File: src/rtl/lx_pkg.sv
package lx_pkg;

  typedef enum logic [2:0] {
    BC_NONE  = 3'd0,
    BC_START = 3'd1,
    BC_WRITE = 3'd2,
    BC_READ  = 3'd3,
    BC_STOP  = 3'd4
  } bus_cmd_e;

  typedef enum logic [2:0] {
    S_IDLE, S_START, S_ADDR, S_NEXT, S_WRB, S_RDB, S_STOP
  } seq_st_e;

  // A byte closes its word when it fills the last lane or is the final counted byte.
  function automatic logic word_done(input int lane, input int last_lane,
                                     input logic limited, input int remaining);
    return (lane == last_lane) || (limited && remaining == 1);
  endfunction

  // Acknowledge to return after a read byte; 1 means NACK.
  function automatic logic read_nack(input logic limited, input int remaining,
                                     input logic stretch, input logic sw_choice,
                                     input int lane, input int last_lane);
    if (limited && remaining == 1) return 1'b1;
    if (stretch && lane == last_lane) return sw_choice;
    return 1'b0;
  endfunction

endpackage

File: src/rtl/lx_len_counter.sv
module lx_len_counter #(
  parameter int LEN_W = 8
) (
  input  logic             clk,
  input  logic             rst_n,
  input  logic             load,
  input  logic [LEN_W-1:0] load_val,
  input  logic             load_lim,
  input  logic             dec,
  output logic             limited,
  output logic [LEN_W-1:0] remaining,
  output logic             exhausted,
  output logic             last_one
);

  always_ff @(posedge clk) begin
    if (!rst_n) begin
      limited   <= 1'b0;
      remaining <= '0;
    end else if (load) begin
      limited   <= load_lim;
      remaining <= load_val;
    end else if (dec && limited && remaining != '0) begin
      remaining <= remaining - 1'b1;
    end
  end

  assign exhausted = limited && (remaining == '0);
  assign last_one  = limited && (remaining == LEN_W'(1));

  // a counted transfer never moves a byte beyond the programmed count
  a_r3_no_underflow: assert property (@(posedge clk) disable iff (!rst_n)
    (dec && limited) |-> (remaining != '0));

endmodule

File: src/rtl/lx_word_pack.sv
module lx_word_pack #(
  parameter  int DATA_W = 32,
  localparam int BYTES  = DATA_W / 8,
  localparam int IDX_W  = (BYTES > 1) ? $clog2(BYTES) : 1
) (
  input  logic              clk,
  input  logic              rst_n,
  input  logic              clear,
  input  logic              sw_load,
  input  logic [DATA_W-1:0] sw_wdata,
  input  logic              sw_drain,
  input  logic              step,
  input  logic              word_end,
  input  logic              is_read,
  input  logic [7:0]        rx_byte,
  output logic [IDX_W-1:0]  lane,
  output logic [7:0]        tx_byte,
  output logic              tx_full,
  output logic              rd_full,
  output logic [DATA_W-1:0] rdata
);

  logic [DATA_W-1:0] tx_word;
  logic [DATA_W-1:0] rx_acc;
  logic [DATA_W-1:0] merged;

  assign tx_byte = tx_word[8*lane +: 8];
  assign merged  = rx_acc | (DATA_W'(rx_byte) << (8*lane));

  always_ff @(posedge clk) begin
    if (!rst_n) begin
      lane    <= '0;
      tx_word <= '0;
      tx_full <= 1'b0;
      rx_acc  <= '0;
      rd_full <= 1'b0;
      rdata   <= '0;
    end else begin
      if (clear)     lane <= '0;
      else if (step) lane <= word_end ? '0 : lane + 1'b1;

      if (sw_load) begin
        tx_word <= sw_wdata;
        tx_full <= 1'b1;
      end else if (step && word_end && !is_read) begin
        tx_full <= 1'b0;
      end

      if (clear) begin
        rx_acc  <= '0;
        rd_full <= 1'b0;
      end else if (step && is_read) begin
        rx_acc <= word_end ? '0 : merged;
        if (word_end) begin
          rdata   <= merged;
          rd_full <= 1'b1;
        end
      end else if (sw_drain) begin
        rd_full <= 1'b0;
      end
    end
  end

  // a fresh read word only starts once software has drained the previous one
  a_r5_no_overrun: assert property (@(posedge clk) disable iff (!rst_n)
    (step && is_read && lane == '0) |-> !rd_full);

  // the first byte of a write word is only sent from a loaded word
  a_r4_word_loaded: assert property (@(posedge clk) disable iff (!rst_n)
    (step && !is_read && lane == '0) |-> tx_full);

endmodule

File: src/rtl/lx_seq_fsm.sv
module lx_seq_fsm
  import lx_pkg::*;
#(
  parameter  int LEN_W  = 8,
  parameter  int ADDR_W = 7,
  parameter  int BYTES  = 4,
  localparam int IDX_W  = (BYTES > 1) ? $clog2(BYTES) : 1
) (
  input  logic              clk,
  input  logic              rst_n,
  input  logic              sw_addr_wr,
  input  logic [ADDR_W-1:0] sw_addr,
  input  logic              sw_read,
  input  logic              sw_stretch,
  input  logic              sw_ack_action,
  input  logic              sw_stop,
  input  logic              limited,
  input  logic [LEN_W-1:0]  remaining,
  input  logic              exhausted,
  input  logic              last_one,
  input  logic [IDX_W-1:0]  lane,
  input  logic [7:0]        tx_byte,
  input  logic              tx_full,
  input  logic              rd_full,
  input  logic              bus_done,
  input  logic              bus_nack_in,
  output logic              accept,
  output logic              step,
  output logic              word_end,
  output logic              is_read,
  output logic              busy,
  output logic              len_err,
  output logic              irq_wr_word,
  output logic              irq_rd_word,
  output logic              irq_err,
  output logic              bus_cmd_valid,
  output logic [2:0]        bus_cmd,
  output logic [7:0]        bus_tx_byte,
  output logic              bus_nack_out
);

  seq_st_e           st;
  bus_cmd_e          cmd;
  logic [ADDR_W-1:0] addr_q;
  logic              rd_mode;
  logic              stop_req;
  logic              nack_q;

  assign accept   = (st == S_IDLE) && sw_addr_wr;
  assign step     = bus_done && (st == S_WRB || st == S_RDB);
  assign word_end = word_done(int'(lane), BYTES - 1, limited, int'(remaining));
  assign is_read  = rd_mode;
  assign busy     = (st != S_IDLE);

  always_ff @(posedge clk) begin
    if (!rst_n) begin
      st          <= S_IDLE;
      addr_q      <= '0;
      rd_mode     <= 1'b0;
      stop_req    <= 1'b0;
      nack_q      <= 1'b0;
      len_err     <= 1'b0;
      irq_wr_word <= 1'b0;
      irq_rd_word <= 1'b0;
      irq_err     <= 1'b0;
    end else begin
      irq_wr_word <= 1'b0;
      irq_rd_word <= 1'b0;
      irq_err     <= 1'b0;
      if (sw_stop && busy && !limited) stop_req <= 1'b1;
      case (st)
        S_IDLE: if (sw_addr_wr) begin
          st       <= S_START;
          addr_q   <= sw_addr;
          rd_mode  <= sw_read;
          stop_req <= 1'b0;
          len_err  <= 1'b0;
        end
        S_START: if (bus_done) st <= S_ADDR;
        S_ADDR: if (bus_done) begin
          if (bus_nack_in) begin
            irq_err <= 1'b1;
            len_err <= limited && !exhausted;
            st      <= S_STOP;
          end else begin
            st <= S_NEXT;
          end
        end
        S_NEXT: begin
          if (exhausted) begin
            st <= S_STOP;
          end else if (lane == '0 && stop_req) begin
            st <= S_STOP;
          end else if (rd_mode) begin
            if (lane != '0 || !rd_full) begin
              nack_q <= read_nack(limited, int'(remaining), sw_stretch,
                                  sw_ack_action, int'(lane), BYTES - 1);
              st     <= S_RDB;
            end
          end else if (lane != '0 || tx_full) begin
            st <= S_WRB;
          end
        end
        S_WRB: if (bus_done) begin
          if (bus_nack_in && !last_one) begin
            irq_err <= 1'b1;
            len_err <= limited;
            st      <= S_STOP;
          end else begin
            irq_wr_word <= word_end;
            st          <= S_NEXT;
          end
        end
        S_RDB: if (bus_done) begin
          irq_rd_word <= word_end;
          st          <= nack_q ? S_STOP : S_NEXT;
        end
        S_STOP: if (bus_done) st <= S_IDLE;
        default: st <= S_IDLE;
      endcase
    end
  end

  always_comb begin
    cmd          = BC_NONE;
    bus_tx_byte  = '0;
    bus_nack_out = 1'b0;
    case (st)
      S_START: cmd = BC_START;
      S_ADDR: begin
        cmd         = BC_WRITE;
        bus_tx_byte = 8'({addr_q, rd_mode});
      end
      S_WRB: begin
        cmd         = BC_WRITE;
        bus_tx_byte = tx_byte;
      end
      S_RDB: begin
        cmd          = BC_READ;
        bus_nack_out = nack_q;
      end
      S_STOP:  cmd = BC_STOP;
      default: cmd = BC_NONE;
    endcase
  end

  assign bus_cmd_valid = (cmd != BC_NONE);
  assign bus_cmd       = cmd;

  // the transaction only ends on a finished STOP command
  a_r1_busy_ends_on_stop: assert property (@(posedge clk) disable iff (!rst_n)
    $fell(busy) |-> $past(bus_done && cmd == BC_STOP));

  // address and direction cannot change while a transaction runs
  a_r2_target_held: assert property (@(posedge clk) disable iff (!rst_n)
    (busy && $past(busy)) |-> ($stable(addr_q) && $stable(rd_mode)));

  // the last counted read byte is always NACKed
  a_r7_last_read_nacked: assert property (@(posedge clk) disable iff (!rst_n)
    (cmd == BC_READ && last_one) |-> bus_nack_out);

  // a NACKed read byte is followed by STOP
  a_r7_nack_then_stop: assert property (@(posedge clk) disable iff (!rst_n)
    (bus_done && cmd == BC_READ && bus_nack_out) |=> (cmd == BC_STOP));

  // an error interrupt coincides with the STOP request
  a_r8_err_stops: assert property (@(posedge clk) disable iff (!rst_n)
    irq_err |-> (cmd == BC_STOP));

  // a length error only arises under an enabled count
  a_r8_lenerr_counted: assert property (@(posedge clk) disable iff (!rst_n)
    $rose(len_err) |-> limited);

  // one word interrupt kind at a time
  a_r6_single_word_irq: assert property (@(posedge clk) disable iff (!rst_n)
    !(irq_wr_word && irq_rd_word));

endmodule

File: src/rtl/i2c_word_xfer.sv
module i2c_word_xfer #(
  parameter  int DATA_W = 32,
  parameter  int LEN_W  = 8,
  parameter  int ADDR_W = 7,
  localparam int BYTES  = DATA_W / 8,
  localparam int IDX_W  = (BYTES > 1) ? $clog2(BYTES) : 1
) (
  input  logic              clk,
  input  logic              rst_n,
  input  logic              sw_addr_wr,
  input  logic [ADDR_W-1:0] sw_addr,
  input  logic              sw_read,
  input  logic [LEN_W-1:0]  sw_len,
  input  logic              sw_len_en,
  input  logic              sw_stretch,
  input  logic              sw_ack_action,
  input  logic              sw_data_wr,
  input  logic [DATA_W-1:0] sw_wdata,
  input  logic              sw_data_rd,
  input  logic              sw_stop,
  output logic [DATA_W-1:0] sw_rdata,
  output logic              busy,
  output logic              len_err,
  output logic              irq_wr_word,
  output logic              irq_rd_word,
  output logic              irq_err,
  output logic              bus_cmd_valid,
  output logic [2:0]        bus_cmd,
  output logic [7:0]        bus_tx_byte,
  output logic              bus_nack_out,
  input  logic              bus_done,
  input  logic [7:0]        bus_rx_byte,
  input  logic              bus_nack_in
);

  logic             accept, step, word_end, is_read;
  logic             limited, exhausted, last_one;
  logic [LEN_W-1:0] remaining;
  logic [IDX_W-1:0] lane;
  logic [7:0]       tx_byte;
  logic             tx_full, rd_full;

  lx_len_counter #(.LEN_W(LEN_W)) u_cnt (
    .clk(clk), .rst_n(rst_n), .load(accept), .load_val(sw_len),
    .load_lim(sw_len_en), .dec(step), .limited(limited),
    .remaining(remaining), .exhausted(exhausted), .last_one(last_one)
  );

  lx_word_pack #(.DATA_W(DATA_W)) u_pack (
    .clk(clk), .rst_n(rst_n), .clear(accept), .sw_load(sw_data_wr),
    .sw_wdata(sw_wdata), .sw_drain(sw_data_rd), .step(step),
    .word_end(word_end), .is_read(is_read), .rx_byte(bus_rx_byte),
    .lane(lane), .tx_byte(tx_byte), .tx_full(tx_full),
    .rd_full(rd_full), .rdata(sw_rdata)
  );

  lx_seq_fsm #(.LEN_W(LEN_W), .ADDR_W(ADDR_W), .BYTES(BYTES)) u_fsm (
    .clk(clk), .rst_n(rst_n), .sw_addr_wr(sw_addr_wr), .sw_addr(sw_addr),
    .sw_read(sw_read), .sw_stretch(sw_stretch),
    .sw_ack_action(sw_ack_action), .sw_stop(sw_stop),
    .limited(limited), .remaining(remaining), .exhausted(exhausted),
    .last_one(last_one), .lane(lane), .tx_byte(tx_byte),
    .tx_full(tx_full), .rd_full(rd_full), .bus_done(bus_done),
    .bus_nack_in(bus_nack_in), .accept(accept), .step(step),
    .word_end(word_end), .is_read(is_read), .busy(busy),
    .len_err(len_err), .irq_wr_word(irq_wr_word),
    .irq_rd_word(irq_rd_word), .irq_err(irq_err),
    .bus_cmd_valid(bus_cmd_valid), .bus_cmd(bus_cmd),
    .bus_tx_byte(bus_tx_byte), .bus_nack_out(bus_nack_out)
  );

endmodule

File: config.mk
export PLATFORM = sky130hd
export DESIGN_NAME = i2c_word_xfer
export DESIGN_NICKNAME = d
export VERILOG_FILES = /design/src/rtl/lx_pkg.sv /design/src/rtl/lx_len_counter.sv /design/src/rtl/lx_word_pack.sv /design/src/rtl/lx_seq_fsm.sv /design/src/rtl/i2c_word_xfer.sv
export SDC_FILE = /design/constraint.sdc
export NUM_CORES = 1
export LEC_CHECK = 0
export BUFFER_PORTS_ARGS = -buffer_cell sky130_fd_sc_hd__buf_4
export CAP_MARGIN = 20
export CORE_MARGIN = 1
export CORE_UTILIZATION = 54
export CTS_CLUSTER_SIZE = 28
export DETAILED_ROUTE_END_ITERATION = 10
export GPL_TIMING_DRIVEN = 0
export PLACE_DENSITY = 0.77
export SYNTH_ARGS = -nofsm -noshare
export SYNTH_HDL_FRONTEND = slang
export SYNTH_SLANG_ARGS = --single-unit
export TNS_END_PERCENT = 5
File: constraint.sdc
create_clock -name clk -period 2.7 [get_ports clk]
set_input_delay 0.54 -clock clk [delete_from_list [all_inputs] [get_ports clk]]
set_output_delay 0.54 -clock clk [all_outputs]
set_load 0.01 [all_outputs]
==> out/qor.csv, run 1 <==
metric,value,unit
outcome,completed,
drt drc,0,
Main synth FF type,dfxtp_1,
CP startpoint kind,flip-flop,
Worst Hold Launch,sw_wdata[12],
Async SR Flop Fraction,0,%
syn avg cell area,9.115,um^2
cells along the critical path,"buf_6, buf_8, mux4_2, a22oi_1, nor2_1, buf_4",
Hold WC Path Type,input pin to flip-flop,
pwr/cell area,727.0,nW/um^2
Most Crowded Layer GR,met2,
slowest cell on the critical path,mux4_2,
Psw,1508,uW
Worst VDD drop,384.5,uV
All-Layer GR Usage,29.03,%
CP max stage delay,0.56,ns
placed cell count,835,
antenna cell count,0,
Via Count,4874,
hold endpoint,u_pack.tx_word[12]$_SDFFE_PN0P_,
Syn Inst Count,596,
Hold Path Depth,3,
Area contributors post-synth,"dfxtp_1 46%, nor2_1 8.4%, a21oi_1 7.8%",
WP data arrival,2.06,ns
reg-to-reg setup timing slack,0.40,ns
Clock Sinks,126,
CTS buffer count,17,
Synth area leader,dfxtp_1,
first-pass GRT wire length,23040,um
r2r endpoint,u_fsm.st[1]$_SDFFE_PN0P_,
register area share after synthesis,46.43,%
Setup Crit Path Kind,flip-flop to output port,
Layout Cells excl Fill,868,
Yosys cell types,56,
final hold violation count,0,
PnR worst setup slack,0.09841,ns
synthesized cell area,5433,um^2
worst reg-to-reg path cell count,9,
maximum clock frequency,0.3844,GHz
pre-CTS setup slack,0.3022,ns
FF-to-FF Start,u_pack.lane[0]$_SDFFE_PP0N_,
met3 Usage GRT,5.746,%
CP bufs+invs,3,
Worst Path Max Fanout,10,
crit end category,output port,
Core ar.,9774,um^2
Final period util,96.36,%
Final Power,5083,uW
Final Net Count,794,
Synth top area share,46.43,%
Worst-path clk slew,0.06,ns
largest net degree at the start of global routing,17,
"Min Clock Period, post-route",2.602,ns
"EDFF count, synth",0,
wire length per cell,16.80,um
Seq pwr share,40.5,%
Iter 0 DRT Violations,306,
"most common cell after layout, fill and taps aside",dfxtp_1,
GRT overflow,0,
drt first pass iters,5,
Via density,5.615,
Max Root-Sink Buffers,2,
met1 usage in global routing,35.93,%
clock power share,41.9,%
row count,36,
Crit. path cell count,6,
initial core utilization,55.58,%
Port Buf Inserts,106,
"commonest cells after routing, fill and taps aside","124 x dfxtp_1, 122 x nor2_1, 111 x buf_4",
gpl congestion,0.8992,
I/O Pins,117,
Final Setup Violations,0,
Area growth syn-to-layout,28.70,%
Required @ worst endpoint,2.16,ns
HPWL after detailed placement,10140,um
ratio of cells with drive above 1 in the final layout,28.30,%
Leakage Power,0.002821,uW
initial antenna violation count,0,
die width,102.3,um
"delay-heaviest family, CP",multiplexers,
Sw Ratio,29.67,%
clk_skew,0.008690,ns
Clock Latency Late Sink,0.51,ns
die footprint,10470,um^2
worst slew pin tran,0.7379,ns
drt total wl,14580,um
max cap viols,0,
vias in the first global route,4690,
syn nets,668,
Ys Warns,0,
Pins Over Slew Limit,0,
post-route antenna net violation count,0,
Logic pwr share,17.6,%
Die Span Y,102.3,um
Yosys reg bits,126,
Root Buffer,clkbuf_8,
# H-tree levels,4,
P_int,3575,uW
relative slew slack,50.81,%
hold buffer count at CTS,0,
CTS tree,yes,
met2 usage,49.82,%
==> power groups by stage <==
stage               combinational [uW]  clock, uW  sequential, uW
floorplan                          593          0            2070
CTS                                879       2140            2050
detailed placement                 870          0            2090
finish                             893       2130            2060
global route                       980       2230            2070
global placement                   853          0            2090
==> state kept, by name (all words and copies together), names as in the netlist <==
name,flops
u_pack.rdata,32
u_pack.rx_acc,32
u_pack.tx_word,32
u_cnt.remaining,8
u_fsm.addr_q,7
u_fsm.st,3
u_pack.lane,2
u_cnt.limited,1
u_fsm.irq_err,1
u_fsm.irq_rd_word,1
u_fsm.irq_wr_word,1
u_fsm.is_read,1
u_fsm.len_err,1
u_fsm.nack_q,1
u_fsm.stop_req,1
u_pack.rd_full,1
u_pack.tx_full,1
==> metrics by stage <==
stage                     cell area (um^2)  hold slack, ns  setup TNS, ns  utilization, %
after global routing                  6992          0.2602      -0.004227           71.53
final                                 6992          0.2654              0           71.53
after floorplan                       5433          0.4368              0               -
after CTS                             6969          0.2593              0           71.30
after global placement                6395          0.4435              0           65.43
after detailed placement              6395          0.4538              0           65.43
==> tightest hold or removal path, stage by stage <==
cell and delay [ns]:
buf_4 0.07, mux2i_1 0.05, nor2_1 0.08
==> how the worst max path moves through the flow <==
stage	start	end	slack, ns
finish	u_pack.lane[0]$_SDFFE_PP0N_	bus_tx_byte[6]	0.1
CTS	u_fsm.st[2]$_SDFFE_PN0P_	bus_tx_byte[0]	0.003
detailed placement	u_fsm.st[2]$_SDFFE_PN0P_	bus_tx_byte[0]	0.30
global placement	u_fsm.st[1]$_SDFFE_PN0P_	bus_tx_byte[3]	0.32
floorplan	u_pack.lane[0]$_SDFFE_PP0N_	u_fsm.st[1]$_SDFFE_PN0P_	0.69
global route	u_fsm.st[2]$_SDFFE_PN0P_	bus_tx_byte[0]	-0.004
==> synthesized netlist by cell type, types with 2 or more instances <==
cell type	instances
nor3_2	4
inv_1	9
clkbuf_1	20
a21o_1	2
buf_1	8
nor2b_1	5
a21oi_1	85
nor2_1	122
mux4_2	8
a31oi_1	3
buf_6	6
nand2b_1	4
a32oi_1	2
nand2_1	35
o22ai_1	2
buf_4	5
xor2_1	2
ha_1	5
or3_1	2
a211oi_1	15
dfxtp_1	126
mux2i_1	33
a211oi_2	20
and3b_1	2
buf_2	7
xnor2_1	3
o211ai_1	2
nand3_1	6
nand4_1	3
nor3_1	5
nor4_1	2
o21ai_0	10
and3_1	2
a22oi_1	8
a311oi_1	2
==> logic make-up (layout without fill, tap and decap cells) <==
family | count (synthesis) | count (layout) | synth area share [%]
xor gates and xnor gates | 5 | 5 | 0.8062
adders and majority gates | 5 | 5 | 1.152
muxes | 41 | 41 | 9.397
AOI/OAI and AO/OA | 160 | 160 | 20.08
DFF | 126 | 126 | 46.43
buffers and inverters | 57 | 196 | 5.297
and+or+nand+nor | 202 | 202 | 16.84
==> what timing repair did <==
action,CTS,global route
hold endpoints to repair,0,0
resized for setup,8,10
pin swaps,0,0
endpoints found under the setup margin,9,9
buffers inserted,0,1
==> area by class of cell <==
| class | instances | area, um^2 |
|---|---|---|
| buffer | 47 | 271.5 |
| sequential | 126 | 2525 |
| fill | 731 | 2783 |
| multi-input combinational | 413 | 2633 |
| clock buffer | 18 | 417.9 |
| tap | 133 | 166.4 |
| timing repair buffer | 107 | 803.3 |
| clock inverter | 14 | 137.6 |
| inverter | 10 | 37.54 |
==> per-layer routing <==
layer,wire length (um),share of wire [%]
met5,0,0
met4,219,1.5
met3,808,5.5
met2,7424,51
met1,6127,42
Power figures use the tool's default switching activity.
==> inputs of run 2 (changes only) <==
==> constraint.sdc (replaced) <==
create_clock -name clk -period 2.7 [get_ports clk]
set_input_delay 0.135 -clock clk [delete_from_list [all_inputs] [get_ports clk]]
set_output_delay 0.135 -clock clk [all_outputs]
set_load 0.01 [all_outputs]
==> run 2 against run 1 <==
Effect of this change: utilization is 5.3 points higher; worst setup slack gained 0.092 ns; critical endpoint is now bus_tx_byte[0]; clock skew fell by 0.00062 ns; combinational power grew 7.5%; sequential share of layout area shrank 2.5 points; register-to-register slack worse by 0.20 ns.
==> out/qor.csv, run 2 (synthesized netlist as in run 1, its figures left out) <==
metric,value,unit
Hold Path Depth,3,
# H-tree levels,4,
"Min Clock Period, post-route",2.510,ns
clk_skew,0.008068,ns
setup bufs post-CTS,0,
Required @ worst endpoint,2.57,ns
Final Setup Violations,0,
Worst Path Max Fanout,10,
initial core utilization,55.58,%
setup TNS,0,ns
Core ar.,9774,um^2
drt first pass iters,6,
CTS tree,yes,
Worst VDD drop,398.4,uV
Hold WC Path Type,input pin to flip-flop,
wire length per cell,17.57,um
crit end category,output port,
final hold violation count,0,
outcome,completed,
initial antenna violation count,0,
Via Count,5267,
hold_ws,0.02253,ns
row count,36,
Root Buffer,clkbuf_8,
Iter 0 DRT Violations,440,
die width,102.3,um
WP data arrival,2.37,ns
ratio of cells with drive above 1 in the final layout,25.32,%
max cap viols,0,
RSZ-0062 raised after global routing,false,
All-Layer GR Usage,32.22,%
antenna cell count,0,
"most common cell after layout, fill and taps aside",dfxtp_1,
Area growth syn-to-layout,38.30,%
worst slew pin tran,0.7835,ns
slowest cell on the critical path,clkbuf_1,
post-route antenna net violation count,0,
cells along the critical path,"clkbuf_1, mux4_2, a22oi_1, nor2_1, buf_4",
Clock Latency Late Sink,0.52,ns
vias in the first global route,5145,
GRT overflow,0,
HPWL after detailed placement,10140,um
CP max stage delay,0.54,ns
Die Span Y,102.3,um
drt drc,0,
drt total wl,16210,um
CTS buffer count,17,
pwr/cell area,686.8,nW/um^2
Layout Cells excl Fill,923,
Pins Over Slew Limit,0,
Final Power,5160,uW
Max Root-Sink Buffers,2,
Leakage Power,0.003041,uW
worst reg-to-reg path cell count,9,
top flop regs,"u_pack.rdata (32), u_pack.rx_acc (32), u_pack.tx_word (32)",
gpl congestion,0.8992,
CP startpoint kind,flip-flop,
die footprint,10470,um^2
Port Buf Inserts,106,
Clock Sinks,126,
relative slew slack,47.77,%
maximum clock frequency,0.3985,GHz
Final period util,92.95,%
reg-to-reg setup timing slack,0.20,ns
Via density,5.706,
largest net degree at the start of global routing,17,
"commonest cells after routing, fill and taps aside","126 x dfxtp_1, 122 x nor2_1, 111 x buf_4",
Worst-path clk slew,0.06,ns
I/O Pins,117,
Final Net Count,849,
Setup Crit Path Kind,flip-flop to output port,
placed cell count,835,
first-pass GRT wire length,25430,um
## run 2: changes by cell type in the layout (fill, tap and decap cells not counted), moves of 2 or more
cell           change
clkbuf_1           +2
nor2b_1            +2
dfxtp_2            -2
dfxtp_1            +2
dlygate4sd3_1     +56
nor2b_2            -2
## run 2: final timing paths
check	start	endpoint
min reg2reg	u_fsm.addr_q[3]$_SDFFE_PN0P_	u_fsm.addr_q[3]$_SDFFE_PN0P_
min	bus_done	u_fsm.st[1]$_SDFFE_PN0P_
max reg2reg	u_pack.lane[0]$_SDFFE_PP0N_	u_fsm.st[1]$_SDFFE_PN0P_
max	u_pack.lane[1]$_SDFFE_PP0N_	bus_tx_byte[0]
## run 2: power breakdown
| group | switching (uW) | leakage [uW] | internal (uW) |
|---|---|---|---|
| clock network | 902 | 0.000260 | 1240 |
| registers | 99.4 | 0.00103 | 1960 |
| logic | 539 | 0.00176 | 421 |
| total | 1540 | 0.00304 | 3620 |
## run 2: stage by stage
stage | utilization, % | worst slack (ns) | cell area, um^2
global route | 76.87 | 0.03404 | 7513
finish | 76.87 | 0.1905 | 7513
CTS | 76.84 | 0.1695 | 7511
detailed placement | 65.43 | 0.3531 | 6395
global placement | 65.43 | 0.3467 | 6395
floorplan | - | 0.6907 | 5433
## run 2: critical path, delay by kind of cell (launching register included)
kind                   cells  cell delay (ns)
muxes                      1             0.41
buffers and inverters      2             0.70
AOI/OAI and AO/OA          1             0.23
and+or+nand+nor            1             0.07
DFF                        1             0.45
## run 2: layer usage
| layer | track usage, % | wire (um) | vias up |
|---|---|---|---|
| li1 | - | - | 2458 |
| met1 | 38.64 | 6451 | 2498 |
| met2 | 53.48 | 8036 | 253 |
| met3 | 7.661 | 1146 | 58 |
| met4 | 17.47 | 580 | 0 |
| met5 | 0 | 0 | - |
## run 2: area by class of cell
cell class / count / area (um^2)
Buffer: 47 / 252.7
Clock buffer: 18 / 417.9
Clock inverter: 14 / 137.6
Fill cell: 640 / 2261
Inverter: 10 / 37.54
Multi-Input combinational cell: 413 / 2623
Sequential cell: 126 / 2522
Tap cell: 133 / 166.4
Timing Repair Buffer: 162 / 1356
## run 2: timing repair
item	4_1_cts	5_1_grt
setup endpoints to repair	0	8
hold buffers	56	0
gates resized for setup	0	4
hold endpoints to repair	54	0
